## config.mk

```make
export PLATFORM = sky130hd
export DESIGN_NAME = burst_addr_gen
export DESIGN_NICKNAME = d
export VERILOG_FILES = /design/src/rtl/burst_pkg.sv /design/src/rtl/burst_fsm.sv /design/src/rtl/burst_seq.sv /design/src/rtl/burst_addr_gen.sv
export SDC_FILE = /design/constraint.sdc
export NUM_CORES = 1
export LEC_CHECK = 0
export BUFFER_PORTS_ARGS = -buffer_cell sky130_fd_sc_hd__buf_4
export CELL_PAD_IN_SITES_DETAIL_PLACEMENT = 1
export CELL_PAD_IN_SITES_GLOBAL_PLACEMENT = 2
export CORE_MARGIN = 1
export CORE_UTILIZATION = 28
export DETAILED_ROUTE_END_ITERATION = 6
export PLACE_DENSITY_LB_ADDON = 0.3
export SLEW_MARGIN = 25
export SYNTH_ARGS = -nofsm -noshare
export SYNTH_HDL_FRONTEND = slang
export SYNTH_HIERARCHICAL = 1
export SYNTH_SLANG_ARGS = --single-unit
```

## constraint.sdc

```tcl
create_clock -name clk -period 1.4 [get_ports clk]
set_clock_uncertainty 0.2 [all_clocks]
set_input_delay 0 -clock clk [delete_from_list [all_inputs] [get_ports clk]]
set_output_delay 0 -clock clk [all_outputs]
set_load 0.05 [all_outputs]
```

## src/rtl/burst_pkg.sv

```systemverilog
package burst_pkg;
    typedef enum logic {
        ST_IDLE  = 1'b0,
        ST_BURST = 1'b1
    } burst_state_t;
endpackage

```

## src/rtl/burst_fsm.sv

```systemverilog
module burst_fsm
    import burst_pkg::*;
(
    input  logic         clk,
    input  logic         rst_n,
    input  logic         clk_en_n,
    input  logic         adv_ld,
    input  logic         desel,
    output burst_state_t state,
    output logic         do_load,
    output logic         do_step
);
    burst_state_t nxt;
    logic         fire;

    always_comb begin
        fire    = !clk_en_n;
        do_load = fire && !desel && !adv_ld;
        do_step = fire && !desel && adv_ld && (state == ST_BURST);
        nxt     = state;
        unique case (state)
            ST_IDLE:  if (do_load) nxt = ST_BURST;           // load
            ST_BURST: if (fire && desel) nxt = ST_IDLE;      // deselect
        endcase
    end

    always_ff @(posedge clk or negedge rst_n) begin
        if (!rst_n) state <= ST_IDLE;
        else        state <= nxt;
    end

    p_idle_after_desel_r7: assert property (@(posedge clk) disable iff (!rst_n)
        (!clk_en_n && desel) |=> (state == ST_IDLE));

    p_stall_holds_state_r6: assert property (@(posedge clk) disable iff (!rst_n)
        clk_en_n |=> $stable(state));
endmodule

```

## src/rtl/burst_seq.sv

```systemverilog
module burst_seq #(
    parameter int BW = 2
) (
    input  logic          clk,
    input  logic          rst_n,
    input  logic          do_load,
    input  logic          do_step,
    input  logic          mode_intlv,
    input  logic [BW-1:0] start_in,
    output logic [BW-1:0] off
);
    logic [BW-1:0] start_q, cnt_q, lin, ilv;

    always_ff @(posedge clk or negedge rst_n) begin
        if (!rst_n) begin
            start_q <= '0;
            cnt_q   <= '0;
        end else if (do_load) begin
            start_q <= start_in;
            cnt_q   <= '0;
        end else if (do_step) begin
            cnt_q   <= cnt_q + 1'b1;
        end
    end

    assign lin = start_q + cnt_q;

    for (genvar i = 0; i < BW; i++) begin : g_ilv
        assign ilv[i] = start_q[i] ^ cnt_q[i];
    end

    assign off = mode_intlv ? ilv : lin;

    p_linear_step_r3: assert property (@(posedge clk) disable iff (!rst_n)
        (do_step && !mode_intlv) |=> (!mode_intlv -> (off == $past(off) + 1'b1)));

    p_load_offset_r2: assert property (@(posedge clk) disable iff (!rst_n)
        do_load |=> (off == $past(start_in)));
endmodule

```

## src/rtl/burst_addr_gen.sv

```systemverilog
module burst_addr_gen
    import burst_pkg::*;
#(
    parameter int ADDR_W = 8
) (
    input  logic              clk,
    input  logic              rst_n,
    input  logic              clk_en_n,
    input  logic              adv_ld,
    input  logic              desel,
    input  logic [ADDR_W-1:0] base_addr,
    input  logic              mode_intlv,
    output logic [ADDR_W-1:0] addr_out
);
    localparam int BW = 2;
    localparam int UW = ADDR_W - BW;

    burst_state_t  state;
    logic          do_load, do_step;
    logic [UW-1:0] upper_q;
    logic [BW-1:0] off;

    burst_fsm u_fsm (
        .clk(clk), .rst_n(rst_n), .clk_en_n(clk_en_n), .adv_ld(adv_ld),
        .desel(desel), .state(state), .do_load(do_load), .do_step(do_step)
    );

    burst_seq #(.BW(BW)) u_seq (
        .clk(clk), .rst_n(rst_n), .do_load(do_load), .do_step(do_step),
        .mode_intlv(mode_intlv), .start_in(base_addr[BW-1:0]), .off(off)
    );

    always_ff @(posedge clk or negedge rst_n) begin
        if (!rst_n)       upper_q <= '0;
        else if (do_load) upper_q <= base_addr[ADDR_W-1:BW];
    end

    assign addr_out = {upper_q, off};

    p_load_capture_r2: assert property (@(posedge clk) disable iff (!rst_n)
        (!clk_en_n && !desel && !adv_ld) |=> (addr_out == $past(base_addr)));

    p_upper_fixed_r5: assert property (@(posedge clk) disable iff (!rst_n)
        adv_ld |=> (addr_out[ADDR_W-1:BW] == $past(addr_out[ADDR_W-1:BW])));

    p_stall_hold_r6: assert property (@(posedge clk) disable iff (!rst_n)
        (clk_en_n && $stable(mode_intlv)) |=> $stable(addr_out));

    p_idle_ignore_r8: assert property (@(posedge clk) disable iff (!rst_n)
        ((state == ST_IDLE) && adv_ld && $stable(mode_intlv)) |=> $stable(addr_out));

    p_desel_wins_r9: assert property (@(posedge clk) disable iff (!rst_n)
        (!clk_en_n && desel && $stable(mode_intlv)) |=> $stable(addr_out));
endmodule

```

# Word-level counts from Yosys, hierarchy flattened
# Cells that the tools add are included.
# word_totals
register_bits	11
input_bits	14
out_inout_bits	8
word_cells	24
# classes
add_sub_neg	2
n_mux	6
bitwise	3
reduce_logical	9
# op_table
cell	count
2-to-1 mux 2 bit	3
logical AND 1 bit	5
zero test 1 bit	3
adder 2 x 1 -> 2 bit, second input constant	1
adder 2 bit	1
2-to-1 mux 1 bit	2
case mux 1 bit (2 select lines)	1
nonzero test 2 bit	1
XOR 1 bit	2
NOT 1 bit	1

# Longest topological paths before layout
# logic_depth
ltp_word	6
depth_mapped	4
mapped_depth_nobuf	4

# Hierarchy
# The synthesis kept the hierarchy.
# by_module_without_submodules
mod	n_inst	cells_per_inst	area_each_um2	seq_area_each_um2
burst_addr_gen	1	13	251.5	150.1
burst_seq	1	15	197.7	100.1
burst_fsm	1	7	63.8	25.0

# Worst setup path after synthesis
# Ideal clock, no wire load.
# synth_timing
kind	register to output
from	register u_seq.cnt_q[0]
to	output port addr_out[1]
t_arrival_ns	1.517
t_required_ns	1.200
setup_slack_ns	-0.317
path_stages_with_launch	4
n_path_buf	0
cell_sequence	dfrtp_1 ha_1 nor2b_1 xnor2_1
# synth_between
elab_chain_len	2
# synth_rtl
item	line_no	text
start: declaration	burst_seq.sv:12	logic [BW-1:0] start_q, cnt_q, lin, ilv;
start signal: assignment	burst_seq.sv:22	cnt_q <= cnt_q + 1'b1;
adder 2 bit	burst_seq.sv:26	assign lin = start_q + cnt_q;
2-to-1 mux 2 bit	burst_seq.sv:32	assign off = mode_intlv ? ilv : lin;
end: declaration	burst_addr_gen.sv:13	output logic [ADDR_W-1:0] addr_out
# Every way passes these cells.

# Worst setup path in the final report
# Same ends and word-level chain as after synthesis.

==> impl_metrics.csv <==
group,metric,value,unit
worst_setup_path,slowest_delay,350,ps
placed_design,place_hpwl,788,um
finish,drive_above_1_share,0.613,
sta,fmax,693,MHz
clock_network,cts_tree,"built",
finish,fin_area,905,um2
sta,rsz0062_at_grt,"yes",
logic_synthesis,syn_inst,35,
outcome,status,"complete, but fails checks",
global_routing,groute.usage.overall,0.132,
worst_setup_path,critPathArrivalTime,1240,ps
logic_synthesis,synthTopCellsByArea,"dfrtp_1 (54%), mux2_4 (18%), xnor2_1 (5.1%), mux2_2 (4.4%), a2bb2oi_2 (2.9%)",
finish,seq_area,275,um2
logic_synthesis,yosysSeqAreaShare,0.537,
sta,relSlewSlack,0.810,
finish,multi_input_area,262,um2
worst_setup_path,ff2ff_path_depth,4,
finish,diodes,0,
placed_design,dpl_cell_area,744,um2
placed_design,place_inst,84,
worst_setup_path,required,1200,ps
sta,setup_viol,1,
global_routing,grt.met3_usage,0.0240,
global_routing,antenna_found_initial,0,
sta,final-hold-violation-count,3,
power,p_leak,0.422,nW
job,drv_cap,0,
global_routing,grtUsageMet2,0.221,
detailed_routing,drt-pass1-iter-count,2,
power,power.density,1340,nW/um2
logic_synthesis,yosys_warnings,6,
detailed_routing,via_per_inst,4.16,
global_routing,grt_pass1_vias,419,
finish,fillers,201,
worst_setup_path,crit_path_end_kind,"output port",
finish,final_common_cell,"buf_4",
global_routing,grt_pass1_wl,1.86,mm
die,io_pins,22,
die,initial_core_util,0.297,
clock_network,htree_levels,1,
placed_design,place.gp.congestion,0.664,
logic_synthesis,yosys.area.top_type,"dfrtp_1",
power,finalPower,1.21,mW
outcome,violations,"hold timing, setup timing",
hold_path,whs_path_depth,2,
detailed_routing,routed_wl,1.13,mm
worst_setup_path,critical_path.cell_chain,"ha_2 > nor2b_4 > xnor2_4 > buf_6",
placed_design,portBuffers,21,
finish,final_cell_mix,"buf_4 (26), dfrtp_1 (11), dlygate4sd3_1 (10)",
finish,area_growth,76.3,%
logic_synthesis,yosysTopAreaCellShare,0.537,
sta,worst_pin_slew,283,ps
worst_setup_path,start_kind,"flip-flop",
detailed_routing,drcViolationCount,0,
die,die_h,44.8,um
global_routing,grt_most_used_layer,"met2",
global_routing,grt.overflow.total,0,
logic_synthesis,mappedNetlistArea,513,um2
sta,drv_slew,0,
clock_network,cts_root_buffer,"clkbuf_4",
clock_network,clock_latency,260,ps
finish,layout.nets,91,
worst_setup_path,cp_num_buf_inv,1,
worst_setup_path,cp.depth,4,
die,fp.dieW,44.8,um
detailed_routing,detail_route.wl_per_cell,11.3,um
worst_setup_path,crit_slowest_cell,"dfrtp_1",
global_routing,grt_max_degree,12,
sta,fin_ws,-43.8,ps
placed_design,preCtsSetupSlack,75.9,ps
sta,finalCriticalPeriod,1440,ps
sta,hold_ws,-267,ps
die,dieArea,2010,um2
logic_synthesis,syn_nets,50,
sta,finalCritPeriodShare,1.03,
worst_setup_path,cp_max_fo,2,
finish,instances_no_fill,100,
die,core,1730,um2
clock_network,cts.sinks,11,
logic_synthesis,synth_cell_types,16,
clock_network,clk_pin_slew,70,ps
global_routing,use_met1,0.168,
detailed_routing,drt_iter0_drc,1,
clock_network,clockBufferDepth,2,
logic_synthesis,avgSynthCellArea,14.7,um2
detailed_routing,vias,416,
logic_synthesis,ys_ff_latch,11,
hold_path,holdCritPathClass,"in -> reg",
worst_setup_path,cp_top_family,"flip-flops",
worst_setup_path,critPathKind,"reg -> out",
power,peakVddDrop,0.000681,V
detailed_routing,antenna_left,0,
die,rows,15,
clock_network,numCtsBuffers,3,
## through the flow
stage | util | TNS (ps)
after global placement | 0.431 | 0
after global routing | 0.524 | -112
after floorplan | - | 0
after CTS | 0.521 | -61.5
after detailed placement | 0.431 | 0
final | 0.524 | -43.8
## flip-flops by register name, summed over array words and instances (netlist names)
| signal | count |
|---|---|
| upper_q | 6 |
| u_seq/cnt_q | 2 |
| u_seq/start_q | 2 |
| u_fsm/state | 1 |
## final cells by class
type                            instances  share of cell area
Multi-Input combinational cell         22               0.289
Timing Repair Buffer                   37               0.339
Clock buffer                            4              0.0290
Inverter                                1             0.00415
Tap cell                               25              0.0346
Sequential cell                        11               0.304
## kinds of logic after synthesis
logic type      count (synthesis)  share of synthesized area
mux                             8                      0.220
fa+ha+maj                       1                     0.0244
buf+inv                         2                     0.0293
flops                          11                      0.537
compound gates                  3                     0.0658
simple gates                    7                     0.0732
xor+xnor                        3                     0.0512
## cell usage after synthesis (all sizes together)
cell	number
a21bo	1
dfrtp	11
a2bb2oi	1
nor3	2
buf	1
nor2	2
nor2b	1
a21oi	1
mux2	8
nand2	1
inv	1
xnor2	3
nand3b	1
ha	1
## routing by layer
metal | part of all wire | vias to the layer above
met2 | 0.53 | 10
met1 | 0.43 | 206
li1 | - | 200
met5 | 0 | -
met4 | 0 | 0
met3 | 0.032 | 0
## worst paths after layout
check                                              from                            to  slack [ps]
hold / removal                                    desel         u_fsm/state$_DFF_PN0_        -270
setup / recovery             u_seq/cnt_q[0]$_DFFE_PN0P_                   addr_out[1]         -40
min in group asynchronous                         rst_n        upper_q[4]$_DFFE_PN0P_         480
max in group asynchronous                         rst_n        upper_q[0]$_DFFE_PN0P_         370
hold reg to reg            u_seq/start_q[0]$_DFFE_PN0P_  u_seq/start_q[0]$_DFFE_PN0P_         320
setup reg to reg                  u_fsm/state$_DFF_PN0_    u_seq/cnt_q[1]$_DFFE_PN0P_         190
## repair_timing
action,in CTS,in global routing
resized for setup,4,1
cloned,0,0
setup endpoints to repair,1,13
buffers inserted,2,0
pin swaps,0,2
hold endpoints to repair,22,14
hold buffers,10,1
## power by group
group          leakage, nW  total (mW)  internal, mW  switching [mW]
Clock               0.0150       0.206         0.110          0.0965
Combinational        0.273       0.595         0.276           0.319
Sequential           0.134       0.412         0.377          0.0355
Total                0.422        1.21         0.763           0.451
No activity file was read; power rests on OpenSTA's default activity.
